## src/rtl/usart_tx_pkg.sv

```systemverilog
package usart_tx_pkg;

  localparam int MAX_BITS = 9;
  localparam int BITS_W   = $clog2(MAX_BITS + 1);

  typedef enum logic [1:0] {
    LINE_IDLE,
    LINE_START,
    LINE_DATA,
    LINE_STOP
  } lineSel_e;

  typedef struct packed {
    logic     load;
    logic     shift;
    lineSel_e lineSel;
  } dpCtrl_t;

  function automatic logic codeReserved(input logic [2:0] code);
    return (code == 3'd4) || (code == 3'd5) || (code == 3'd6);
  endfunction

  function automatic logic [BITS_W-1:0] codeToBits(input logic [2:0] code);
    logic [BITS_W-1:0] n;
    case (code)
      3'd0:    n = BITS_W'(5);
      3'd1:    n = BITS_W'(6);
      3'd2:    n = BITS_W'(7);
      3'd7:    n = BITS_W'(9);
      default: n = BITS_W'(8);
    endcase
    return n;
  endfunction

endpackage

```

## src/rtl/usart_tx_ctrl.sv

```systemverilog
module usart_tx_ctrl
  import usart_tx_pkg::*;
#(
  parameter int DIV_W      = 12,
  parameter int OVERSAMPLE = 16
) (
  input  logic             clk,
  input  logic             rstN,
  input  logic             txStart,
  input  logic [2:0]       sizeCode,
  input  logic             stopTwo,
  input  logic             syncMode,
  input  logic             clkPol,
  input  logic [DIV_W-1:0] baudDiv,
  output logic             busy,
  output logic             done,
  output logic             shiftClk,
  output logic             cfgErr,
  output dpCtrl_t          dpCtl
);

  localparam int ASYNC_SH = $clog2(OVERSAMPLE / 2);
  localparam int HALF_W   = DIV_W + ASYNC_SH + 1;

  typedef enum logic [1:0] {ST_IDLE, ST_START, ST_DATA, ST_STOP} state_e;

  state_e              state;
  logic [HALF_W-1:0]   halfCnt;
  logic [HALF_W-1:0]   halfLenQ;
  logic                secondHalf;
  logic [BITS_W-1:0]   bitsLeft;
  logic [BITS_W-1:0]   nDataQ;
  logic                stopsLeft;
  logic                twoStopQ;
  logic                syncQ;
  logic                polQ;

  logic [HALF_W-1:0]   divPlusOne;
  logic [HALF_W-1:0]   halfLenIn;
  logic                accept;
  logic                halfEnd;
  logic                bitEnd;

  assign divPlusOne = {{(HALF_W - DIV_W){1'b0}}, baudDiv} + HALF_W'(1);
  assign halfLenIn  = syncMode ? divPlusOne : (divPlusOne << ASYNC_SH);

  assign busy    = (state != ST_IDLE);
  assign accept  = txStart && !busy;
  assign halfEnd = (halfCnt == '0);
  assign bitEnd  = busy && secondHalf && halfEnd;

  // launch transition in the first half of each bit, return at mid-bit
  assign shiftClk = busy ? (polQ ^ (syncQ & ~secondHalf)) : (syncMode & clkPol);

  always_comb begin
    dpCtl.load  = accept;
    dpCtl.shift = bitEnd && (state == ST_DATA);
    case (state)
      ST_START: dpCtl.lineSel = LINE_START;
      ST_DATA:  dpCtl.lineSel = LINE_DATA;
      ST_STOP:  dpCtl.lineSel = LINE_STOP;
      default:  dpCtl.lineSel = LINE_IDLE;
    endcase
  end

  always_ff @(posedge clk or negedge rstN) begin
    if (!rstN) begin
      state      <= ST_IDLE;
      halfCnt    <= '0;
      halfLenQ   <= '0;
      secondHalf <= 1'b0;
      bitsLeft   <= '0;
      nDataQ     <= '0;
      stopsLeft  <= 1'b0;
      twoStopQ   <= 1'b0;
      syncQ      <= 1'b0;
      polQ       <= 1'b0;
      cfgErr     <= 1'b0;
      done       <= 1'b0;
    end else if (accept) begin
      state      <= ST_START;
      halfLenQ   <= halfLenIn;
      halfCnt    <= halfLenIn - HALF_W'(1);
      secondHalf <= 1'b0;
      nDataQ     <= codeToBits(sizeCode);
      twoStopQ   <= stopTwo;
      syncQ      <= syncMode;
      polQ       <= syncMode & clkPol;
      cfgErr     <= codeReserved(sizeCode);
      done       <= 1'b0;
    end else if (busy) begin
      done <= 1'b0;
      if (halfEnd) begin
        halfCnt    <= halfLenQ - HALF_W'(1);
        secondHalf <= ~secondHalf;
      end else begin
        halfCnt <= halfCnt - HALF_W'(1);
      end
      if (bitEnd) begin
        case (state)
          ST_START: begin
            state    <= ST_DATA;
            bitsLeft <= nDataQ - BITS_W'(1);
          end
          ST_DATA: begin
            if (bitsLeft == '0) begin
              state     <= ST_STOP;
              stopsLeft <= twoStopQ;
            end else begin
              bitsLeft <= bitsLeft - BITS_W'(1);
            end
          end
          ST_STOP: begin
            if (!stopsLeft) begin
              state <= ST_IDLE;
              done  <= 1'b1;
            end else begin
              stopsLeft <= 1'b0;
            end
          end
          default: state <= ST_IDLE;
        endcase
      end
    end else begin
      done <= 1'b0;
    end
  end

  // the end-of-frame pulse never lasts two cycles
  a_r9_done_one_cycle: assert property (@(posedge clk) disable iff (!rstN)
    done |=> !done);

  // done only follows a cycle in which a frame was running
  a_r9_done_after_frame: assert property (@(posedge clk) disable iff (!rstN)
    done |-> (!busy && $past(busy)));

  // a frame only begins after a request
  a_r8_busy_needs_start: assert property (@(posedge clk) disable iff (!rstN)
    $rose(busy) |-> $past(txStart));

endmodule

```

## src/rtl/usart_tx_dp.sv

```systemverilog
module usart_tx_dp
  import usart_tx_pkg::*;
#(
  parameter int DATA_W = 9
) (
  input  logic              clk,
  input  logic              rstN,
  input  dpCtrl_t           dpCtl,
  input  logic [DATA_W-1:0] txData,
  output logic              serOut
);

  logic [DATA_W-1:0] shReg;

  always_ff @(posedge clk or negedge rstN) begin
    if (!rstN) begin
      shReg <= '0;
    end else if (dpCtl.load) begin
      shReg <= txData;
    end else if (dpCtl.shift) begin
      shReg <= {1'b0, shReg[DATA_W-1:1]};
    end
  end

  always_comb begin
    case (dpCtl.lineSel)
      LINE_START: serOut = 1'b0;
      LINE_DATA:  serOut = shReg[0];
      default:    serOut = 1'b1;
    endcase
  end

  // shifting only happens while data bits are on the line
  a_r2_shift_in_data: assert property (@(posedge clk) disable iff (!rstN)
    dpCtl.shift |-> (dpCtl.lineSel == LINE_DATA));

endmodule

```

## src/rtl/usart_tx.sv

```systemverilog
module usart_tx
  import usart_tx_pkg::*;
#(
  parameter int DIV_W      = 12,
  parameter int OVERSAMPLE = 16
) (
  input  logic                clk,
  input  logic                rstN,
  input  logic                txStart,
  input  logic [MAX_BITS-1:0] txData,
  input  logic [2:0]          sizeCode,
  input  logic                stopTwo,
  input  logic                syncMode,
  input  logic                clkPol,
  input  logic [DIV_W-1:0]    baudDiv,
  output logic                serOut,
  output logic                shiftClk,
  output logic                busy,
  output logic                done,
  output logic                cfgErr
);

  dpCtrl_t dpCtl;

  usart_tx_ctrl #(
    .DIV_W      (DIV_W),
    .OVERSAMPLE (OVERSAMPLE)
  ) u_ctrl (
    .clk      (clk),
    .rstN     (rstN),
    .txStart  (txStart),
    .sizeCode (sizeCode),
    .stopTwo  (stopTwo),
    .syncMode (syncMode),
    .clkPol   (clkPol),
    .baudDiv  (baudDiv),
    .busy     (busy),
    .done     (done),
    .shiftClk (shiftClk),
    .cfgErr   (cfgErr),
    .dpCtl    (dpCtl)
  );

  usart_tx_dp #(
    .DATA_W (MAX_BITS)
  ) u_dp (
    .clk    (clk),
    .rstN   (rstN),
    .dpCtl  (dpCtl),
    .txData (txData),
    .serOut (serOut)
  );

  // the line rests high whenever no frame runs
  a_r1_idle_line_high: assert property (@(posedge clk) disable iff (!rstN)
    !busy |-> serOut);

  // the error flag moves only when a request is taken
  a_r4_err_on_accept: assert property (@(posedge clk) disable iff (!rstN)
    !$stable(cfgErr) |-> $rose(busy));

endmodule

```

## config.mk

```make
export PLATFORM = sky130hd
export DESIGN_NAME = usart_tx
export DESIGN_NICKNAME = d
export VERILOG_FILES = /design/src/rtl/usart_tx_pkg.sv /design/src/rtl/usart_tx_ctrl.sv /design/src/rtl/usart_tx_dp.sv /design/src/rtl/usart_tx.sv
export SDC_FILE = /design/constraint.sdc
export NUM_CORES = 1
export LEC_CHECK = 0
export ABC_AREA = 1
export BUFFER_PORTS_ARGS = -buffer_cell sky130_fd_sc_hd__buf_2
export CORE_MARGIN = 4
export CORE_UTILIZATION = 40
export DETAILED_ROUTE_END_ITERATION = 10
export PLACE_DENSITY = 0.58
export REMOVE_ABC_BUFFERS = 1
export SYNTH_ARGS = -nofsm -noshare
export SYNTH_HDL_FRONTEND = slang
export SYNTH_SLANG_ARGS = --single-unit
```

## constraint.sdc

```tcl
create_clock -name clk -period 2.7 [get_ports clk]
set_input_delay 0.54 -clock clk [delete_from_list [all_inputs] [get_ports clk]]
set_output_delay 0.54 -clock clk [all_outputs]
set_load 0.02 [all_outputs]
```

# Word level (Yosys, flattened, before mapping)
# Cells that the tools add are included.
# W data, S select, Z words.
# word_totals
register_bits,58
output_inout_bits,5
elab_cells,88
# op_classes
add_sub_neg,6
eq_ne,15
mux,28
bitwise_logic,5
reduce_logical,21
# op_table
op,n
$mux W16,4
$sub A16 B1 Y16 const B,3
$mux W9,2
$logic_not A16 Y1,1
$pmux W4 S4,1
$reduce_bool A2 Y1,7
$add A12 B1 Y13 const B,1
$eq A3 B3 Y1 const B,4
$pmux W2 S3,2
$mux W1,10
$mux W2,5
$reduce_and A5 Y1,2
$pmux W4 S2,1
$sub A4 B1 Y4 const B,2
$eq A2 B2 Y1 const B,3
$eq A2 B1 Y1 const B,2
$logic_and A1 B1 Y1,4
$logic_not A4 Y1,1
$mux W4,1
$ne A2 B2 Y1 const B,2
$pmux W1 S2,2
$reduce_and A4 Y1,1
$eq A3 B1 Y1 const B,1
$eq A3 B2 Y1 const B,1
9 further kinds,12

# Logic depth before layout (Yosys ltp)
# Gate-level depths: netlist of run 1.
# depth
word_depth,6
mapped_depth,18
depth_no_buf,18

# Hierarchy
# From an unflattened synthesis of run 1, not the netlist that was laid out.
# unflattened
hier_cells,557
area_unflattened_um2,3912.5
# modules_own_cells
mod,n_inst,cells_per_inst,area_each_um2,seq_area_each_um2
usart_tx_ctrl,1,502,3465.8,1226.2
usart_tx_dp,1,55,446.7,225.2

# Worst setup path after synthesis of run 1
# No wires, ideal clock.
# synth_timing
path_kind,register -> register
startpoint,register u_ctrl.state[0]
endpoint,register u_ctrl.halfCnt[12]
arrival_ns,2.071
required_ns,2.583
path_slack_ns,0.511
stages_incl_launch_ff,14
path_buffers,1
synth_period_minus_slack_ns,2.189
path_cell_list,dfrtp_1 inv_1 ha_1 nand2_2 buf_1 a21oi_1 ha_1 nand3_1 nor2_4 nand2_4 nor2_4 nand3_1 nand3_1 nand2_1
# synth_between
elab_chain_len,4
# synth_rtl
item,line,text
"start, declared",usart_tx_ctrl.sv:27,state_e state;
"start signal, assigned",usart_tx_ctrl.sv:68,state <= ST_IDLE;
"start signal, assigned",usart_tx_ctrl.sv:81,state <= ST_START;
"start signal, assigned",usart_tx_ctrl.sv:102,state <= ST_DATA;
$reduce_bool A2 Y1 *,usart_tx_ctrl.sv:47,assign busy = (state != ST_IDLE);
$logic_not A1 Y1,usart_tx_ctrl.sv:48,assign accept = txStart && !busy;
$logic_and A1 B1 Y1,usart_tx_ctrl.sv:48,
$mux W16 / $reduce_bool A2 Y1 (equally long branches),-,
"end signal, assigned",usart_tx_ctrl.sv:83,halfCnt <= halfLenIn - HALF_W'(1);
"end signal, assigned",usart_tx_ctrl.sv:94,halfCnt <= halfLenQ - HALF_W'(1);
"end signal, assigned",usart_tx_ctrl.sv:97,halfCnt <= halfCnt - HALF_W'(1);
"end, declared",usart_tx_ctrl.sv:28,logic [HALF_W-1:0] halfCnt;
# Mark *: on every way between the ends. The rest lies on a longest branch, timed or not.
# A chain may end at the register's enable or synchronous reset.

# Worst setup path in the final report of run 1
# layout_timing
startpoint,register u_ctrl.state[1]
endpoint,register u_ctrl.halfCnt[12]
# The elaborated chain is that of the path after synthesis.

==> results by group, run 1 <==
GRT
  • Overflow after GRT: 0
  • Global routing's busiest layer: met2
  • Global-route wire length before repair: ~16 mm
  • Global routing usage on met3: 0.0261
  • Antenna violations before repair: 0
  • Maximum number of pins on one net before global-route repair: 35
  • Met1 usage in global routing: 0.256
  • Met2 Use GR: 0.268
  • Gr usage total: 0.178
  • Number of global-route vias before repair: approximately 3400

Floorplan
  • I/O pins: 35
  • Standard cell core area: just over 9000 um^2
  • Total number of placement rows: 35
  • Initial core utilization: 0.414
  • Die width: 106 um
  • Die outline area: roughly 11000 um^2
  • Chip Height: about 110 um

Final layout
  • Growth of design area from synthesis to finish: 13.6%
  • Most common cell after layout, fill and taps aside: nand2_1
  • Total number of nets in the final design: 640
  • Final design utilization: 0.471
  • Ant diodes: 0
  • Fraction of layout instances using a drive strength above 1: 0.177
  • Leading cell types in the layout, fill and taps excluded: nand2_1 (176), inv_1 (71), dfrtp_1 (58)

Critical path
  • Startpoint class of the critical path: register
  • Kind of critical path: register to register
  • Flop2flop setup slack: 0.32 ns
  • Worst reg2reg path startpoint: u_ctrl.state[1]
  • R2r worst-path depth: 13
  • Kind of end point of the critical path: register
  • Endpoint of the worst register-to-register path: u_ctrl.halfCnt[12]
  • Signal arrival time at the worst endpoint: approximately 2.6 ns
  • Critical path peak fanout: 8
  • Capturing instance or port of the critical path: u_ctrl.halfCnt[12]
  • Critical path required time: approximately 2.9 ns
  • Launch point of the worst path: u_ctrl.state[1]

Pwr
  • Maximum resistive drop on vdd: between 200 and 250 uV
  • Static leakage power: about 2.3 nW
  • Power per Cell Area: ~530 nW/um^2

Yosys
  • Gate count after technology mapping: 559
  • Number of library cell types mapped by synthesis: 35
  • Sequential share of the synthesized area: 0.375
  • Syn Area/Cell: just under 7 um^2
  • Mapped Area: ~3900 um^2
  • Area share of the leading cell type in the synthesized netlist: 0.375
  • Synth area leaders: dfrtp_1 (38%), nand2_1 (17%), nand3_1 (7.0%), inv_1 (6.9%), nor2_1 (5.1%)
  • Flip-flop and latch count after synthesis: 58
  • Yosys Warn Count: 0
  • Number of enable flip-flop cells after synthesis: 0
  • Most used DFF post-synth: dfrtp_1
  • Cell taking the most area after synthesis: dfrtp_1
  • Fraction of synthesis flops using an asynchronous set or reset pin: 1.00

Clock network
  • CTS hold repair buffers: 0
  • Clock latency on the worst-skew pair: 0.35 ns
  • Total CTS buffers: 9
  • H-tree level count: 3
  • Max Buffers Root-to-Sink: 2
  • Total number of clock tree sinks: 58
  • CTS Root Buffer Type: clkbuf_8
  • TritonCTS clock tree: built
  • Clock transition at path regs: 0.07 ns

Route
  • Drt first pass iters: 5
  • Total number of vias: 3484
  • First DRT Iteration DRCs: approximately 190
  • DRC violation count after routing: 0
  • Total wire length after detailed routing: 9.22 mm
  • Wirelength per Cell: approximately 13 um
  • Via density per instance: 4.75
  • Remaining antenna violation count: 0

Timing
  • Number of pins exceeding their max-slew limit in the final report: 0
  • Slew of the pin with the lowest slew margin: 0.646 ns
  • Worst clock skew: 0.0115 ns
  • RSZ-0062 raised after global routing: false
  • Maximum achievable frequency: 0.421 GHz
  • Post-route fraction of the period consumed by the critical path: 0.880
  • Slew Limit Headroom: 0.569
  • Setup-failing EPs final: 0
  • Worst Hold Slack: approximately 0.19 ns
  • Min Clock Period, post-route: 2.38 ns
  • Final Hold Viols: 0

Flow run
  • Max Cap Violations: 0

Placed design
  • Total half-perimeter wirelength after legalization and detailed placement: between 7 and 8 mm
  • Port bufs: 34
  • Global placer's final weighted congestion: 0.870

Outcome
  • Outcome: finished clean

Hold path
  • Hold crit path type: input pin to async pin
[worst max-delay path, stage by stage (launching register included)]
cell     delay [ns]
dfrtp_1        0.41
inv_1          0.14
ha_2           0.23
nand2_2        0.12
buf_4          0.19
a21oi_1        0.19
ha_1           0.19
nand3_1        0.16
nor2_4         0.21
nand2_4        0.08
nor2_4         0.12
nand3_1        0.09
nand3_1        0.09
nand2_1        0.06
[how the worst min path moves through the flow]
stage,from,to
final,rstN,u_dp.shReg[3]
after global routing,rstN,u_dp.shReg[2]
after floorplan,rstN,u_ctrl.bitsLeft[0]
after global placement,u_ctrl.stopsLeft,u_ctrl.done
after detailed placement,u_ctrl.stopsLeft,u_ctrl.done
after CTS,rstN,u_dp.shReg[4]
[kinds of logic after synthesis]
| kind of cell | count (synthesis) | synth area share |
|---|---|---|
| buf+inv | 91 | 0.104 |
| fa+ha+maj | 9 | 0.0291 |
| compound gates | 64 | 0.0900 |
| flops | 58 | 0.375 |
| simple gates | 331 | 0.387 |
| mux | 2 | 0.00550 |
| xor+xnor | 4 | 0.00906 |
[registers in the layout, indices dropped and copies added (netlist names), 2 cells and up]
register         cells
u_ctrl.nDataQ        4
u_ctrl.bitsLeft      4
u_ctrl.state         2
u_ctrl.halfLenQ     16
u_dp.shReg           9
u_ctrl.halfCnt      16
[synthesized netlist by cell type (2+ instances only)]
master    number
nand4_1        4
nand3_1       54
nor2_2         4
ha_1           9
inv_1         71
xor2_1         3
nand2_2       18
nor2_1        53
o21ai_1        3
nand3_2        5
nor2_4         9
o21ai_0       32
a31oi_1       10
buf_6          3
nand3b_1       2
buf_1          2
inv_2          5
dfrtp_1       58
buf_2          3
o22ai_1        2
clkbuf_8       3
clkbuf_1       3
nor3_1         4
a21oi_1       13
nand2_1      176
[final cells by class]
type                       count  area, um^2
inverter                      76         285
tap                          129         161
timing repair buffer          46         273
clock buffer                  13         169
sequential                    58        1450
fill                         965        4940
multi-input combinational    410        2020
clock inverter                 2        35.0
[metal layers]
metal | vias to the layer above | wire [um]
met4 | 0 | 96
met1 | 1578 | 4650
met5 | - | 0
met3 | 6 | 420
met2 | 59 | 4050
li1 | 1841 | -
[timing repair]
action / CTS / global route
setup endpoints to repair: 0 / 4
setup buffers: 0 / 3
gates resized for setup: 0 / 1
[per-stage QoR]
step,std cells,power (mW),setup TNS [ns],worst slack (ns),instance area [um^2]
6_report,734,2.33,0,0.324,4390
5_1_grt,734,2.49,0,0.0472,4390
4_1_cts,731,2.36,0,0.223,4370
3_5_place_dp,716,1.50,0,0.234,4160
3_3_place_gp,716,1.50,0,0.285,4160
2_1_floorplan,544,1.35,-0.543,-0.162,3750
[where the power goes]
| group | total (mW) | switching (mW) | internal (mW) |
|---|---|---|---|
| Combinational | 0.526 | 0.353 | 0.174 |
| Sequential | 0.964 | 0.0380 | 0.927 |
| Clock | 0.843 | 0.347 | 0.496 |
No activity file was read; power rests on OpenSTA's default activity.
==> inputs of run 2 (changes only) <==
- clock period: 2.7 -> 2.4 ns (I/O delays scaled with it)
==> run 2 against run 1 <==
Design area increased by 4.2%. Worst setup slack got worse by 0.19 ns. Sequential share of layout area decreased by 1.3 points. Hold slack got worse by 0.093 ns. Via count increased by 1.8%. Cell count increased by 1.9%. Clock power increased by 20%.
==> results by group, run 2 (synthesis results as in run 1) <==
Pwr
  • Combinational share of power: 0.248 (+0.022)
  • Psw: 0.887 mW (+20%)
  • Switching share of total power: 0.318 (+0.00195)
  • Static leakage power: 2.40 nW (+4.3%)
  • Total Power: 2.79 mW (+19%)
  • Internal power contribution: 1.90 mW (+19%)
  • Power per Cell Area: 609 nW/um^2 (+15%)
  • Part of the total power dissipated in the clock network: 0.362 (about the same)
  • Maximum resistive drop on vdd: 302 uV (+47%)
  • Part of the power in registers: 0.389 (-0.024)

Route
  • First DRT Iteration DRCs: 192 (+1.6%)
  • Total wire length after detailed routing: 9.66 mm (+4.8%)
  • Wirelength per Cell: 12.9 um (+2.8%)
  • DRC violation count after routing: 0 (unchanged)
  • Total number of vias: 3547 (+1.8%)
  • Via density per instance: 4.74 (about the same)
  • Drt first pass iters: 5 (unchanged)
  • Remaining antenna violation count: 0 (unchanged)

GRT
  • Number of global-route vias before repair: 3343 (-0.74%)
  • Global-route wire length before repair: 16.5 mm (+3.0%)
  • Overflow after GRT: 0 (unchanged)
  • Antenna violations before repair: 0 (unchanged)
  • Maximum number of pins on one net before global-route repair: 29 (-17%)
  • Gr usage total: 0.182 (+0.00407)

Floorplan
  • Initial core utilization: 0.414 (unchanged)
  • Total number of placement rows: 35 (unchanged)
  • Die outline area: 11300 um^2 (unchanged)
  • I/O pins: 35 (unchanged)
  • Die width: 106 um (unchanged)
  • Standard cell core area: 9330 um^2 (unchanged)
  • Chip Height: 106 um (unchanged)

Timing
  • Total negative setup slack: 0 ns (unchanged)
  • Slew of the pin with the lowest slew margin: 0.628 ns (-0.0178 ns)
  • Number of pins exceeding their max-slew limit in the final report: 0 (unchanged)
  • Min Clock Period, post-route: 2.27 ns (-0.106 ns)
  • Slew Limit Headroom: 0.581 (+0.0114)
  • Final Hold Viols: 0 (unchanged)
  • RSZ-0062 raised after global routing: true
  • Worst clock skew: 0.00931 ns (-0.00223 ns)
  • Final Worst Setup Slack: 0.130 ns (-0.194 ns)
  • Worst Hold Slack: 0.0996 ns (-0.0928 ns)
  • Maximum achievable frequency: 0.441 GHz (+4.7%)
  • Post-route fraction of the period consumed by the critical path: 0.946 (+0.0659)
  • Setup-failing EPs final: 0 (unchanged)

Final layout
  • Largest registers in the final layout: u_ctrl.halfCnt (16), u_ctrl.halfLenQ (16), u_dp.shReg (9)
  • Ant diodes: 0 (unchanged)
  • Leading cell types in the layout, fill and taps excluded: nand2_1 (175), inv_1 (71), dfrtp_1 (58)
  • Total number of nets in the final design: 653 (+2.0%)
  • Final design utilization: 0.490 (+0.0196)
  • Post-layout instance area: 4570 um^2 (+4.2%)
  • Growth of design area from synthesis to finish: 18.3%
  • Most common cell after layout, fill and taps aside: nand2_1
  • Post-route insts no fill: 748 (+1.9%)
  • Fillcell total: 953 (-1.2%)
  • Fraction of layout instances using a drive strength above 1: 0.205 (+0.0283)

Clock network
  • Max Buffers Root-to-Sink: 2 (unchanged)
  • CTS hold repair buffers: 0 (unchanged)
  • Clock transition at path regs: 0.07 ns (about the same)
  • H-tree level count: 3 (unchanged)
  • CTS Root Buffer Type: clkbuf_8
  • TritonCTS clock tree: built
  • Total number of clock tree sinks: 58 (unchanged)
  • Total CTS buffers: 9 (unchanged)
  • Clock latency on the worst-skew pair: 0.34 ns (about the same)

Critical path
  • Flop2flop setup slack: 0.13 ns (-0.19 ns)
  • Kind of critical path: register to register
  • Kind of end point of the critical path: register
  • Startpoint class of the critical path: register
  • Critical path required time: 2.58 ns (-0.36 ns)
  • Signal arrival time at the worst endpoint: 2.45 ns (-0.17 ns)
  • Critical path peak fanout: 10 (+2)

Flow run
  • Max Cap Violations: 0 (unchanged)

Placed design
  • Port bufs: 34 (unchanged)
  • Cell area after placement: 4230 um^2 (+1.6%)
  • Post-Place Setup Slack: -0.0474 ns (-0.281 ns)
  • # placed instances: 725 (+1.3%)
  • Global placer's final weighted congestion: 0.919 (+5.6%)
  • Total half-perimeter wirelength after legalization and detailed placement: 7.34 mm (+4.7%)

Outcome
  • Outcome: finished clean

Hold path
  • Hold crit path type: input pin to async pin
-- run 2: area by class of cell --
class                   instances  area [um^2]  share of cell area
multi-input cells             410         2080               0.455
inverters                      76          285              0.0624
repair buffers                 59          374              0.0818
flip-flops and latches         58         1450               0.317
well taps                     129          161              0.0353
clock inverters                 5         77.6              0.0170
clock buffers                  11          141              0.0309
-- run 2: layer usage --
| metal | GRT usage | vias up | share of wire |
|---|---|---|---|
| met5 | 0 | - | 0 |
| met4 | 0.0490 | 0 | 0.012 |
| met3 | 0.0370 | 8 | 0.039 |
| met2 | 0.278 | 74 | 0.45 |
| met1 | 0.263 | 1599 | 0.50 |
| li1 | - | 1866 | - |
-- run 2: final timing paths --
path	startpoint	end	cells after the start
max	u_ctrl.state[1]	u_ctrl.halfCnt[6]	14
min	rstN	u_ctrl.halfLenQ[12]	1
max reg2reg	u_ctrl.state[1]	u_ctrl.halfCnt[6]	14
min reg2reg	u_ctrl.halfLenQ[9]	u_ctrl.halfLenQ[9]	2
max in group asynchronous	rstN	u_ctrl.halfCnt[13]	2
min in group clk	stopTwo	u_ctrl.twoStopQ	3
-- run 2: repair_timing --
item	CTS	global route
resized for setup	3	12
hold endpoints to repair	0	0
setup endpoints to repair	6	12
pin swaps	1	8
setup buffers	2	5
-- run 2: worst max-delay path, stage by stage, from the launching register on --
cell and delay [ns]:
dfrtp_1 0.39, inv_1 0.11, ha_2 0.23, nand2_4 0.09, nor2_4 0.22, inv_2 0.11, nor2_1 0.22, a21oi_4 0.07
ha_4 0.18, nand3_4 0.10, nor2_4 0.06, nand2_4 0.08, nand2_1 0.05, nand3_1 0.08, o21ai_0 0.11
-- run 2: power by group through the flow --
stage               Clock [mW]  Sequential (mW)  Combinational [mW]
floorplan                    0             1.09               0.433
global placement             0             1.10               0.594
detailed placement           0             1.10               0.593
CTS                       1.03             1.09               0.612
global route              1.07             1.09               0.783
finish                    1.01             1.08               0.692
==> inputs of run 3 (changes only) <==
- SETUP_SLACK_MARGIN: unset -> 0.2
==> run 3 against run 2 <==
Worst setup slack improved by 0.091 ns. Via count rose by 1.5%. Die area did not move. Total power rose by 1.3%. Largest power group unchanged.
==> results by group, run 3 (synthesis results as in run 1) <==
Outcome
  • Outcome: finished clean

GRT
  • Antenna violations before repair: 0 (unchanged)
  • Overflow after GRT: 0 (unchanged)
  • Number of global-route vias before repair: 3432 (+2.7%)
  • Global-route wire length before repair: 16.9 mm (+2.3%)
  • Maximum number of pins on one net before global-route repair: 29 (unchanged)
  • Gr usage total: 0.187 (+0.00425)

Floorplan
  • Total number of placement rows: 35 (unchanged)
  • Initial core utilization: 0.414 (unchanged)
  • I/O pins: 35 (unchanged)
  • Die outline area: 11300 um^2 (unchanged)
  • Chip Height: 106 um (unchanged)
  • Standard cell core area: 9330 um^2 (unchanged)
  • Die width: 106 um (unchanged)

Route
  • First DRT Iteration DRCs: 204 (+6.3%)
  • DRC violation count after routing: 0 (unchanged)
  • Via density per instance: 4.70 (-0.92%)
  • Total wire length after detailed routing: 9.90 mm (+2.6%)
  • Wirelength per Cell: 12.9 um (+0.16%)
  • Total number of vias: 3599 (+1.5%)
  • Remaining antenna violation count: 0 (unchanged)
  • Drt first pass iters: 4 (-1)

Timing
  • Post-route fraction of the period consumed by the critical path: 0.908 (-0.0378)
  • Final Hold Viols: 0 (unchanged)
  • Slew Limit Headroom: 0.559 (-0.0217)
  • Min Clock Period, post-route: 2.18 ns (-0.0906 ns)
  • Setup-failing EPs final: 0 (unchanged)
  • RSZ-0062 raised after global routing: true
  • Worst clock skew: 0.00809 ns (-0.00122 ns)
  • Final Worst Setup Slack: 0.221 ns (+0.0906 ns)
  • Maximum achievable frequency: 0.459 GHz (+4.2%)
  • Slew of the pin with the lowest slew margin: 0.661 ns (+0.0325 ns)
  • Number of pins exceeding their max-slew limit in the final report: 0 (unchanged)
  • Total negative setup slack: 0 ns (unchanged)

Pwr
  • Part of the power in registers: 0.384 (-0.005)
  • Static leakage power: 2.51 nW (+4.6%)
  • Combinational share of power: 0.260 (+0.012)
  • Maximum resistive drop on vdd: 303 uV (+0.36%)
  • Power per Cell Area: 585 nW/um^2 (-4.0%)
  • Part of the total power dissipated in the clock network: 0.357 (-0.005)
  • Switching share of total power: 0.325 (+0.00634)
  • Internal power contribution: 1.91 mW (+0.40%)
  • Psw: 0.916 mW (+3.4%)

Clock network
  • Total number of clock tree sinks: 58 (unchanged)
  • CTS Root Buffer Type: clkbuf_8
  • Clock latency on the worst-skew pair: 0.33 ns (about the same)
  • Max Buffers Root-to-Sink: 2 (unchanged)
  • Total CTS buffers: 9 (unchanged)
  • TritonCTS clock tree: built
  • H-tree level count: 3 (unchanged)
  • Clock transition at path regs: 0.07 ns (about the same)

Critical path
  • Ordered cell list for the critical path: nor2_1 > nand2_1 > nor2_4 > nand2_4 > buf_4 > a21oi_4 > a21oi_4 > ha_4 > nand3_4 > nor2_4 > nand2_4 > buf_4 > nand2_1 > nand3_1 > o21ai_0
  • Critical path peak fanout: 4 (-6)
  • Launch point of the worst path: u_ctrl.halfCnt[5]
  • Startpoint class of the critical path: register
  • Kind of end point of the critical path: register
  • Slowest cell on the critical path: dfrtp_1
  • Maximum cell stage delay along the critical path: 0.40 ns (about the same)
  • Signal arrival time at the worst endpoint: 2.35 ns (-0.10 ns)
  • Kind of critical path: register to register
  • Worst reg2reg path startpoint: u_ctrl.halfCnt[5]
  • Critical path required time: 2.57 ns (about the same)

Final layout
  • Most common cell after layout, fill and taps aside: nand2_1
  • Fraction of layout instances using a drive strength above 1: 0.259 (+0.0539)
  • Ant diodes: 0 (unchanged)
  • Final design utilization: 0.518 (+0.0274)
  • Fillcell total: 917 (-3.8%)
  • Largest registers in the final layout: u_ctrl.halfCnt (16), u_ctrl.halfLenQ (16), u_dp.shReg (9)
  • Growth of design area from synthesis to finish: 24.9%
  • Total number of nets in the final design: 671 (+2.8%)
  • Leading cell types in the layout, fill and taps excluded: nand2_1 (172), inv_1 (69), dfrtp_1 (58)

Placed design
  • Port bufs: 34 (unchanged)
  • Post-Place Setup Slack: -0.0474 ns (unchanged)
  • Global placer's final weighted congestion: 0.919 (unchanged)
  • Total half-perimeter wirelength after legalization and detailed placement: 7.34 mm (unchanged)

Hold path
  • Hold crit path type: input pin to async pin

Flow run
  • Max Cap Violations: 0 (unchanged)
==> run 3: stage by stage <==
step / cell area [um^2] / total power, mW / hold slack (ns) / instances
final: 4830 / 2.82 / 0.101 / 766
after global routing: 4830 / 2.98 / 0.120 / 766
after CTS: 4600 / 2.77 / 0.0989 / 756
after detailed placement: 4230 / 1.69 / 0.464 / 725
after global placement: 4230 / 1.69 / 0.459 / 725
after floorplan: 3750 / 1.52 / 0.184 / 544
==> run 3: worst max-delay path: cells and delay by family, from the launching register on <==
family	cells	cell delay [ns]
compound gates	3	0.37
fa+ha+maj	1	0.17
buf+inv	2	0.25
flops	1	0.40
simple gates	9	0.82
==> run 3: layout make-up <==
type                       count  area (um^2)  area share
clock buffer                  11          141      0.0293
inverter                      76          288      0.0596
clock inverter                 5         77.6      0.0161
timing repair buffer          77          519       0.108
tap                          129          161      0.0334
sequential                    58         1450       0.301
multi-input combinational    410         2190       0.453
==> run 3: power groups by stage <==
stage                     registers, mW  logic (mW)  clock network [mW]
after global routing               1.09       0.815                1.07
after global placement             1.10       0.594                   0
after floorplan                    1.09       0.433                   0
after detailed placement           1.10       0.593                   0
after CTS                          1.08       0.651                1.03
final                              1.08       0.733                1.01
==> run 3: path summary, 6_finish.rpt <==
kind | depth (start not counted) | slack [ns] | to
worst max-delay path | 15 | 0.22 | u_ctrl.halfCnt[6]
worst min-delay path | 1 | 0.10 | u_dp.shReg[3]
worst max register to register | 15 | 0.22 | u_ctrl.halfCnt[6]
worst min register to register | 2 | 0.48 | u_ctrl.halfLenQ[9]
max in group asynchronous | 2 | 1.71 | u_ctrl.halfCnt[13]
min in group clk | 3 | 0.34 | u_ctrl.twoStopQ
==> run 3: what timing repair did <==
item	4_1_cts	5_1_grt
hold buffers	0	0
buffers inserted	15	10
endpoints found under the setup margin	13	15
pin swaps	12	23
resized for setup	10	39
==> run 3: metal layers <==
layer | GRT usage | vias up | part of all wire
met2 | 0.290 | 79 | 0.45
li1 | - | 1901 | -
met3 | 0.0376 | 11 | 0.040
met5 | 0 | - | 0
met4 | 0.0509 | 0 | 0.012
met1 | 0.265 | 1608 | 0.50
